===== src/rtl/irq_stat_pkg.sv =====
package irq_stat_pkg;

    localparam int unsigned OFS_W = 2;

    typedef enum logic [OFS_W-1:0] {
        OFS_STATUS  = 2'd0,
        OFS_STAT_EN = 2'd1,
        OFS_SIG_EN  = 2'd2,
        OFS_FORCE   = 2'd3
    } reg_ofs_e;

    typedef enum logic [1:0] {
        PH_IDLE  = 2'd0,
        PH_WRITE = 2'd1,
        PH_READ  = 2'd2
    } bus_phase_e;

endpackage


===== src/rtl/irq_bus_fsm.sv =====
module irq_bus_fsm
    import irq_stat_pkg::*;
#(
    parameter int unsigned DW = 32
) (
    input  logic                 clk,
    input  logic                 rst_n,
    input  logic                 wr_en,
    input  logic                 rd_en,
    input  logic [OFS_W-1:0]     addr,
    input  logic [DW-1:0]        wdata,
    output bus_phase_e           phase,
    output reg_ofs_e             cap_addr,
    output logic [DW-1:0]        cap_data,
    output logic                 wr_status,
    output logic                 wr_sten,
    output logic                 wr_sig,
    output logic                 wr_force,
    output logic                 rd_fire
);

    bus_phase_e phase_q, phase_d;

    // next-state selection: write has priority over read
    always_comb begin
        if (wr_en)      phase_d = PH_WRITE;
        else if (rd_en) phase_d = PH_READ;
        else            phase_d = PH_IDLE;
    end

    // state register together with the captured request
    always_ff @(posedge clk or negedge rst_n) begin
        if (!rst_n) begin
            phase_q  <= PH_IDLE;
            cap_addr <= OFS_STATUS;
            cap_data <= '0;
        end else begin
            phase_q <= phase_d;
            if (wr_en || rd_en) begin
                cap_addr <= reg_ofs_e'(addr);
                cap_data <= wdata;
            end
        end
    end

    // output decode per state
    always_comb begin
        wr_status = 1'b0;
        wr_sten   = 1'b0;
        wr_sig    = 1'b0;
        wr_force  = 1'b0;
        rd_fire   = 1'b0;
        unique case (phase_q)
            PH_IDLE: begin
            end
            PH_WRITE: begin
                unique case (cap_addr)
                    OFS_STATUS:  wr_status = 1'b1;
                    OFS_STAT_EN: wr_sten   = 1'b1;
                    OFS_SIG_EN:  wr_sig    = 1'b1;
                    OFS_FORCE:   wr_force  = 1'b1;
                endcase
            end
            PH_READ: begin
                rd_fire = 1'b1;
            end
            default: begin
            end
        endcase
    end

    assign phase = phase_q;

endmodule


===== src/rtl/irq_status_bits.sv =====
module irq_status_bits #(
    parameter int unsigned NB = 32
) (
    input  logic          clk,
    input  logic          rst_n,
    input  logic [NB-1:0] evt,
    input  logic [NB-1:0] sten,
    input  logic [NB-1:0] clr_mask,
    input  logic [NB-1:0] force_mask,
    output logic [NB-1:0] status
);

    for (genvar i = 0; i < NB; i++) begin : g_bit
        logic set_i;
        logic bit_q;

        // a set from either source outranks a clear in the same cycle
        assign set_i = sten[i] & (evt[i] | force_mask[i]);

        always_ff @(posedge clk or negedge rst_n) begin
            if (!rst_n)           bit_q <= 1'b0;
            else if (set_i)       bit_q <= 1'b1;
            else if (clr_mask[i]) bit_q <= 1'b0;
        end

        assign status[i] = bit_q;
    end

endmodule


===== src/rtl/irq_combine.sv =====
module irq_combine #(
    parameter int unsigned NB = 32
) (
    input  logic          clk,
    input  logic          rst_n,
    input  logic [NB-1:0] status,
    input  logic [NB-1:0] sig_en,
    output logic          irq
);

    logic irq_q;

    always_ff @(posedge clk or negedge rst_n) begin
        if (!rst_n) irq_q <= 1'b0;
        else        irq_q <= |(status & sig_en);
    end

    assign irq = irq_q;

endmodule


===== src/rtl/irq_status_ctrl.sv =====
module irq_status_ctrl
    import irq_stat_pkg::*;
#(
    parameter int unsigned NB = 32
) (
    input  logic              clk,
    input  logic              rst_n,
    input  logic              wr_en,
    input  logic              rd_en,
    input  logic [OFS_W-1:0]  addr,
    input  logic [NB-1:0]     wdata,
    output logic [NB-1:0]     rd_data,
    output logic              rd_valid,
    input  logic [NB-1:0]     hw_evt,
    input  logic              clk_keepalive,
    output logic              irq
);

    bus_phase_e      phase;
    reg_ofs_e        cap_addr;
    logic [NB-1:0]   cap_data;
    logic            wr_status, wr_sten, wr_sig, wr_force, rd_fire;
    logic [NB-1:0]   sten_q, sig_q, status_q;
    logic [NB-1:0]   clr_mask, force_mask, rd_mux;

    irq_bus_fsm #(.DW(NB)) u_fsm (
        .clk       (clk),
        .rst_n     (rst_n),
        .wr_en     (wr_en),
        .rd_en     (rd_en),
        .addr      (addr),
        .wdata     (wdata),
        .phase     (phase),
        .cap_addr  (cap_addr),
        .cap_data  (cap_data),
        .wr_status (wr_status),
        .wr_sten   (wr_sten),
        .wr_sig    (wr_sig),
        .wr_force  (wr_force),
        .rd_fire   (rd_fire)
    );

    // enable masks
    always_ff @(posedge clk or negedge rst_n) begin
        if (!rst_n) begin
            sten_q <= '0;
            sig_q  <= '0;
        end else begin
            if (wr_sten) sten_q <= cap_data;
            if (wr_sig)  sig_q  <= cap_data;
        end
    end

    assign clr_mask   = wr_status ? cap_data : '0;
    assign force_mask = (wr_force && clk_keepalive) ? cap_data : '0;

    irq_status_bits #(.NB(NB)) u_bits (
        .clk        (clk),
        .rst_n      (rst_n),
        .evt        (hw_evt),
        .sten       (sten_q),
        .clr_mask   (clr_mask),
        .force_mask (force_mask),
        .status     (status_q)
    );

    irq_combine #(.NB(NB)) u_irq (
        .clk    (clk),
        .rst_n  (rst_n),
        .status (status_q),
        .sig_en (sig_q),
        .irq    (irq)
    );

    // read selection; the force alias has no storage and reads as zero
    always_comb begin
        unique case (cap_addr)
            OFS_STATUS:  rd_mux = status_q;
            OFS_STAT_EN: rd_mux = sten_q;
            OFS_SIG_EN:  rd_mux = sig_q;
            OFS_FORCE:   rd_mux = '0;
        endcase
    end

    always_ff @(posedge clk or negedge rst_n) begin
        if (!rst_n) begin
            rd_data  <= '0;
            rd_valid <= 1'b0;
        end else begin
            rd_valid <= rd_fire;
            if (rd_fire) rd_data <= rd_mux;
        end
    end

endmodule


===== config.mk =====
export PLATFORM = sky130hd
export DESIGN_NAME = irq_status_ctrl
export DESIGN_NICKNAME = d
export VERILOG_FILES = /design/src/rtl/irq_stat_pkg.sv /design/src/rtl/irq_bus_fsm.sv /design/src/rtl/irq_status_bits.sv /design/src/rtl/irq_combine.sv /design/src/rtl/irq_status_ctrl.sv
export SDC_FILE = /design/constraint.sdc
export NUM_CORES = 1
export LEC_CHECK = 0
export BUFFER_PORTS_ARGS = -buffer_cell sky130_fd_sc_hd__buf_4
export CAP_MARGIN = 10
export CORE_MARGIN = 2
export CORE_UTILIZATION = 33
export CTS_BUF_LIST = sky130_fd_sc_hd__clkbuf_2 sky130_fd_sc_hd__clkbuf_4 sky130_fd_sc_hd__clkbuf_8
export CTS_CLUSTER_DIAMETER = 30
export CTS_CLUSTER_SIZE = 20
export DETAILED_ROUTE_END_ITERATION = 8
export GPL_TIMING_DRIVEN = 1
export SETUP_SLACK_MARGIN = 0.1
export SKIP_CTS_REPAIR_TIMING = 1
export SLEW_MARGIN = 30
export SYNTH_ARGS = -nofsm -noshare
export SYNTH_HDL_FRONTEND = slang
export SYNTH_SLANG_ARGS = --single-unit

===== constraint.sdc =====
create_clock -name clk -period 1.73 [get_ports clk]
set_input_delay 0.2595 -clock clk [delete_from_list [all_inputs] [get_ports clk]]
set_output_delay 0.2595 -clock clk [all_outputs]
set_load 0.05 [all_outputs]

==> qor.csv, run 1 <==
metric,value,unit
routed_via_density,5.42,
detail-route-antenna-nets,0,
syn-num-nets,660,
synth_compound_area_share,11.8,%
fmax,613,MHz
fp.coreArea,22000,sq um
port_buffers,104,
slew_headroom,68.6,%
yosys.area_share.adder,0,%
worstMarginPinSlew,0.470,ns
peakVddDrop,766,uV
worstSetupPathType,reg2reg,
place_inst,959,
synthMuxAreaShare,20.7,%
p_seq_share,46.9,%
yosysTopAreaCell,dfrtp_1,
synth_top_family_by_area,multiplexers,
yosys.area.top_type_share,55.9,%
status,finished clean,
rows,54,
synth-edff-count,0,
r2r_setup_slack,0.1,ns
grt_max_degree,52,
clkPwrFrac,25.9,%
slew_violations,0,
synth-simple-area-share,8.57,%
p_int,0.00788,W
setup-tns-final,0,ns
track_usage,17.4,%
cp-end-kind,register,
arrival,1.98,ns
yosys_warnings,0,
crit_required,2.08,ns
die_area,23700,sq um
cts_buffer_depth,2,
fin_crit,1.63,ns
sw_frac_of_total,34.2,%
yosysMostFrequentCell,dfrtp_1,
drive_above_1_share,36.7,%
num_antenna_cells,0,
cts_tree,done,
cts_sinks,166,
layout.cells.non_filler,1004,
cap_violations,0,
reg2reg_from,u_fsm.phase[1],
clk_latency,0.47,ns
worst_slack,0.0987,ns
fill_cells,2034,
dp_hpwl,13900,um
place_congestion,0.813,
setup_viol,0,
vias,5439,
cts_buffers,17,
yosysUniqueCellTypes,26,
yosys.area_share.xor_xnor,0,%
antenna_found_initial,0,
cts_max_level,4,
syn_inst,589,
combinationalPowerShare,27.1,%
drc,0,
drt-total-wl,20600,um
hold_viol,0,
final_nets,782,
synth_area_leaders,"dfrtp_1 56%, mux2_2 10%, mux2_4 6.1%, a221o_1 4.3%, mux2i_1 4.3%",
gr-total-overflow,0,
hold_start,wdata[20],
p_sw,0.00409,W
timing.final.crit_share,94.3,%
initial_core_util,33.9,%
dr.pass1.iters,4,
synth-main-ff-cell,dfrtp_1,
rsz0062_at_grt,true,
async_flop_share,100,%
syn_area,7430,sq um
min_to,u_fsm.cap_data[20],
grt_pass1_wl,31700,um
r2r_end,u_bits.g_bit[14].bit_q,
synth_common_cells,"166 x dfrtp_1, 67 x mux2_2, 64 x nand2_1",
ys_seq_area_share,55.9,%
leakage,3.95,nW
area_growth,24.7,%
cts_root_buffer,clkbuf_8,
fp.dieW,154,um
clock_skew,0.0196,ns
hp-class,in2reg,
grt_pass1_vias,5711,
routedWlPerCell,20.5,um
dp_slack,0.125,ns
avgSynthCellArea,12.6,sq um
hold_path_depth,2,
p_per_area,1290,nW/um^2
die_h,154,um
synth_seq_cells,166,
reg2regPathDepth,4,
path_clk_slew,0.10,ns
drtIter0Drc,395,
worstPathMaxFanout,8,
start_kind,register,
pin_count,105,
## cells in the final DEF (no fill, tap or decap), types with 2 or more instances in the layout
cell type      synthesis  routed
nand4_1                4       4
clkbuf_8               0      19
clkinv_4               0       2
bufinv_16              0       3
mux2i_1               32      32
a2bb2oi_1             32      32
dlygate4sd3_1          0      13
buf_6                  6       3
nor3_1                32      32
dfrtp_2                0       2
inv_8                  0       3
dfrtp_1              166     164
inv_6                  0       3
clkinvlp_4             0       2
mux2_4                30      30
nand2_1               64      64
a22oi_1               16      16
nor2b_4                1       2
a221o_1               32      32
nor2_1                33      32
buf_4                  4     115
mux2_2                67      67
buf_12                 0      10
a21oi_1               32      32
## layer usage
metal | track usage [%] | up-vias | part of all wire [%]
li1 | - | 2411 | -
met1 | 22.4 | 2810 | 43
met2 | 28.8 | 180 | 49
met3 | 3.78 | 38 | 5.4
met4 | 7.03 | 0 | 2.5
met5 | 0 | - | 0
## power by group through the flow
stage	Combinational (W)	Sequential [W]	Clock, W
final	0.00325	0.00561	0.00311
after global routing	0.00347	0.00573	0.00333
after CTS	0.00325	0.00560	0.00319
after detailed placement	0.00325	0.00567	0
after global placement	0.00317	0.00559	0
after floorplan	0.00163	0.00605	0
## final cells by class
cell class	count	area [sq um]	share of cell area (%)
flip-flops and latches	166	4160	44.8
repair buffers	142	1240	13.4
clock inverters	13	183	1.97
clock buffers	19	262	2.82
multi-input cells	383	3070	33.1
well taps	280	350	3.78
inverters	1	3.75	0.0405
## flip-flops by register name (all words and copies together) (netlist names)
name / flops
sig_q: 32
u_fsm.phase: 2
u_fsm.cap_data: 32
u_fsm.cap_addr: 2
rd_valid: 1
sten_q: 32
rd_data: 32
u_irq.irq: 1
u_bits.g_bit.bit_q: 32
## worst max-delay path by stage
| stage | to | slack [ns] | from | cells after the start |
|---|---|---|---|---|
| floorplan | sten_q[10] | 0.15 | u_fsm.cap_addr[1] | 5 |
| global placement | u_bits.g_bit[22].bit_q | 0.18 | u_fsm.phase[1] | 4 |
| detailed placement | u_bits.g_bit[13].bit_q | 0.12 | u_fsm.cap_addr[0] | 5 |
| CTS | u_bits.g_bit[8].bit_q | 0.07 | u_fsm.cap_addr[0] | 5 |
| global route | u_bits.g_bit[8].bit_q | 0.07 | u_fsm.cap_addr[0] | 5 |
| finish | u_bits.g_bit[14].bit_q | 0.1 | u_fsm.phase[1] | 4 |
## per-stage QoR
step	util (%)	total power (W)	cell area, sq um	hold WS [ns]
4_1_cts	41.5	0.0120	9120	-0.295
3_3_place_gp	39.5	0.00876	8680	0.221
5_1_grt	42.2	0.0125	9270	0.0000495
2_1_floorplan	-	0.00768	7430	-0.0361
6_report	42.2	0.0120	9270	0.0135
3_5_place_dp	39.5	0.00891	8680	0.225
## critical path, stage by stage (launching register included)
cell	delay, ns
dfrtp_1	0.47
nor4b_4	0.39
buf_4	0.25
nand2_1	0.09
a221o_1	0.31
## kinds of logic (layout without fill, tap and decap cells)
group	after synthesis	count (layout)
AOI/OAI and AO/OA	112	112
buffers and inverters	40	175
DFF	166	166
muxes	130	130
and+or+nand+nor	141	141
No activity file was read; power rests on OpenSTA's default activity.
==> run 2: changes to the inputs <==
PLACE_DENSITY_LB_ADDON = 0.3   (was not set)
REMOVE_ABC_BUFFERS = 1   (was not set)
==> run 2 against run 1 <==
Effect of this change:
- wire length decreased by 4.9%
- count of clock-buffer cells in the layout increased by 2
- total power decreased by 3.0%
- sequential share of layout area increased by 0.20 points
- register-to-register slack improved by 0.05 ns
- cell area decreased by 0.45%
- clock skew decreased by 0.0080 ns
- cell count about the same
- fmax increased by 3.1%
- critical path type unchanged
- critical endpoint is now u_bits.g_bit[25].bit_q
- largest cell class unchanged
- largest power group unchanged
==> qor.csv, run 2 (synthesized netlist as in run 1, its figures left out) <==
metric,value,unit
leakage,3.92,nW
fp.dieW,154,um
drive_above_1_share,37.4,%
multi_input_area,3080,sq um
fin_crit,1.58,ns
grt_pass1_wl,31700,um
drtIter0Drc,381,
arrival,1.92,ns
grt_max_degree,48,
clock_skew,0.0117,ns
die_area,23700,sq um
drt-total-wl,19600,um
peakVddDrop,539,uV
fmax,632,MHz
dp_hpwl,13000,um
cp-end-kind,register,
port_buffers,104,
fill_cells,2071,
routedWlPerCell,19.5,um
antenna_found_initial,0,
slew_violations,0,
hold_viol,0,
drc,0,
place_inst,961,
power.total,0.0116,W
gr-total-overflow,0,
vias,5308,
hp-class,in2reg,
cts_sinks,166,
p_per_area,1260,nW/um^2
hold_start,wdata[22],
routed_via_density,5.28,
final_cell_mix,"164 x dfrtp_1, 118 x buf_4, 67 x mux2_2",
cap_violations,0,
clk_latency,0.46,ns
timing.final.crit_share,91.5,%
startpoint,u_fsm.phase[1],
layout.cells.non_filler,1005,
cts_buffers,17,
place_congestion,0.774,
cts_tree,done,
cts_root_buffer,clkbuf_8,
worstSetupPathType,reg2reg,
worstMarginPinSlew,0.478,ns
rows,54,
reg2reg_from,u_fsm.phase[1],
slew_headroom,68.1,%
initial_core_util,33.9,%
hold_ws,0.0239,ns
num_antenna_cells,0,
pin_count,105,
cts_buffer_depth,2,
detail-route-antenna-nets,0,
die_h,154,um
final_nets,783,
setup_viol,0,
reg2regPathDepth,4,
track_usage,17.2,%
hold_path_depth,2,
crit_required,2.07,ns
start_kind,register,
r2r_end,u_bits.g_bit[25].bit_q,
dr.pass1.iters,5,
rsz0062_at_grt,true,
cts_max_level,4,
final_common_cell,dfrtp_1,
area_growth,24.1,%
min_to,u_fsm.cap_data[22],
path_clk_slew,0.09,ns
regArea,4160,sq um
r2r_setup_slack,0.15,ns
worstPathMaxFanout,18,
status,finished clean,
fp.coreArea,22000,sq um
grt_pass1_vias,5673,
[run 2: cell types whose count changed in the layout (fill, tap and decap cells not counted), sizes merged, moves of 2 or more]
cell,previous run,this run
buf,129,133
inv,7,1
clkinvlp,2,6
dlygate4sd3,13,10
clkbuf,19,21
[run 2: how the worst max path moves through the flow]
stage | endpoint | slack, ns | cells after the start
after global routing | u_bits.g_bit[16].bit_q | 0.1 | 4
after global placement | sig_q[21] | 0.07 | 4
final | u_bits.g_bit[25].bit_q | 0.15 | 4
after floorplan | sig_q[0] | -1.75 | 3
after detailed placement | sig_q[19] | -0.007 | 4
after CTS | sig_q[19] | -0.02 | 4
[run 2: area by class of cell]
| class | count | area share [%] |
|---|---|---|
| multi-input cells | 383 | 33.3 |
| clock buffers | 21 | 2.93 |
| clock inverters | 11 | 1.38 |
| flip-flops and latches | 166 | 45.1 |
| inverters | 1 | 0.0407 |
| repair buffers | 143 | 13.5 |
| well taps | 280 | 3.80 |
[run 2: stage by stage]
stage / worst slack [ns] / util (%) / instance area [sq um] / setup TNS (ns)
after floorplan: -1.75 / - / 7210 / -178.89
after global placement: 0.0678 / 39.6 / 8690 / 0
after detailed placement: -0.00688 / 39.6 / 8690 / -0.00885
after CTS: -0.0235 / 41.4 / 9090 / -0.165
after global routing: 0.0959 / 42.0 / 9230 / 0
final: 0.147 / 42.0 / 9230 / 0
[run 2: critical path, cell delays in order, from the launching register on]
cell	delay, ns
dfrtp_1	0.45
nor4b_4	0.35
buf_6	0.26
nand2_1	0.09
a221o_1	0.30
[run 2: metal layers]
layer	share of wire, %	global-route usage [%]	up-vias
li1	-	-	2412
met1	45	22.3	2760
met2	49	28.4	123
met3	4.5	4.06	13
met4	1.3	5.43	0
met5	0	0	-
[run 2: report_power, final]
part	internal [W]	switching (W)
Combinational	0.00158	0.00164
Clock	0.00137	0.00147
Sequential	0.00475	0.000806
Total	0.00770	0.00391
==> run 3: changes to the inputs <==
GPL_TIMING_DRIVEN = 0   (was 1)
SYNTH_HIERARCHICAL = 1   (was not set)
==> run 3 against run 2 <==
Effect of this change:
- the run now ends with setup timing left
- wire length rose by 8.1%
- sequential share of layout area fell by 4.9 points
- die area rose by 6.4%
- utilization rose by 2.0 points
- flip-flop and latch count did not move
- highest routed layer unchanged
==> qor.csv, run 3 <==
metric,value,unit
vias,5487,
syn_area,7920,sq um
cts_tree,done,
drc,0,
synth-main-ff-cell,dfrtp_1,
grt_max_degree,71,
track_usage,15.2,%
crit_required,2.06,ns
path_clk_slew,0.09,ns
yosysTopAreaCell,dfrtp_1,
routed_via_density,4.88,
dp_hpwl,12400,um
async_flop_share,100,%
pin_count,105,
cts_buffers,17,
worst_slack,-0.114,ns
yosysUniqueCellTypes,28,
area_growth,30.8,%
die_area,25300,sq um
rsz0062_at_grt,true,
ys_seq_area_share,52.4,%
worstMarginPinSlew,0.397,ns
synth_area_leaders,"dfrtp_1 52%, mux2_2 13%, mux2i_1 4.0%, o21ai_1 4.0%, nand4b_1 3.5%",
cts_sinks,166,
slew_violations,0,
place_congestion,0.715,
worstSetupPathType,reg2reg,
cts_max_level,4,
drt-total-wl,21200,um
fp.coreArea,23500,sq um
cts_buffer_depth,2,
die_h,159,um
clock_skew,0.0121,ns
fmax,542,MHz
start_kind,register,
yosys.area.top_type_share,52.4,%
port_buffers,104,
num_antenna_cells,0,
leakage,4.88,nW
peakVddDrop,537,uV
syn_inst,654,
rows,56,
yosysMostFrequentCell,dfrtp_1,
grt_pass1_vias,5387,
slew_headroom,73.6,%
gr-total-overflow,0,
dr.pass1.iters,4,
synth_seq_cells,166,
fin_crit,1.84,ns
antenna_found_initial,0,
routedWlPerCell,18.9,um
setup_viol,58,
drtIter0Drc,271,
hold_viol,0,
yosys_warnings,6,
drive_above_1_share,40.4,%
detail-route-antenna-nets,0,
cts_root_buffer,clkbuf_8,
grt_pass1_wl,30000,um
synth_common_cells,"166 x dfrtp_1, 92 x mux2_2, 64 x inv_1, 64 x o21ai_1, 36 x buf_4",
cp-end-kind,register,
arrival,2.18,ns
timing.final.crit_share,107,%
synth-edff-count,0,
worstPathMaxFanout,8,
avgSynthCellArea,12.1,sq um
r2r_setup_slack,-0.11,ns
final_nets,864,
clk_latency,0.45,ns
status,"finished, violations left",
hp-class,in2reg,
final_common_cell,dfrtp_1,
setup-tns-final,-3.34,ns
hold_ws,0.0231,ns
fp.dieW,159,um
p_per_area,1190,nW/um^2
initial_core_util,33.7,%
cap_violations,0,
failed_checks,setup timing,
final_cell_mix,"162 x dfrtp_1, 137 x buf_4, 64 x inv_1",
## run 3: worst paths after layout
kind	from	end	cells after the start
worst max-delay path	u_fsm/cap_addr[0]	sig_q[24]	5
worst min-delay path	hw_evt[15]	u_bits/g_bit[15].bit_q	3
worst max register to register	u_fsm/cap_addr[0]	sig_q[24]	5
worst min register to register	sten_q[18]	u_bits/g_bit[18].bit_q	2
max in group asynchronous	rst_n	u_fsm/phase[1]	3
min in group asynchronous	rst_n	rd_data[2]	2
## run 3: kinds of logic after synthesis
family                 synth area share, %
DFF                                   52.4
and+or+nand+nor                       9.96
buffers and inverters                 10.3
AOI/OAI and AO/OA                     9.16
muxes                                 18.2
## run 3: per-stage QoR
step	instances	total power [W]	setup slack [ns]	utilization [%]	instance area, sq um
after floorplan	581	0.00754	-3.81	-	7350
after global placement	1004	0.00862	-8.31	36.2	8530
after detailed placement	1027	0.00875	-0.934	37.9	8930
after CTS	1059	0.0120	-0.959	39.8	9380
after global routing	1125	0.0130	-0.166	44.0	10400
final	1125	0.0124	-0.114	44.0	10400
## run 3: report_power, final
group          internal [W]  switching (W)
logic               0.00177        0.00181
clock network       0.00169        0.00151
registers           0.00481       0.000782
## run 3: cell type report
cell class	count	area, sq um
Sequential cell	166	4160
Timing Repair Buffer	190	1840
Inverter	64	240
Multi-Input combinational cell	354	3270
Clock inverter	11	173
Clock buffer	21	277
Tap cell	319	399
Fill cell	2258	13200
## run 3: routing by layer
layer / up-vias / global-route usage (%) / part of all wire, %
li1: 2580 / - / -
met1: 2766 / 21.2 / 48
met2: 128 / 24.0 / 46
met3: 13 / 3.26 / 4.2
met4: 0 / 4.21 / 1.0
met5: - / 0 / 0
## run 3: worst max-delay path: stages (launching register included)
cell and delay [ns]:
dfrtp_4 0.54, buf_16 0.17, nor4bb_4 0.38, buf_6 0.19, buf_12 0.14, mux2_4 0.30
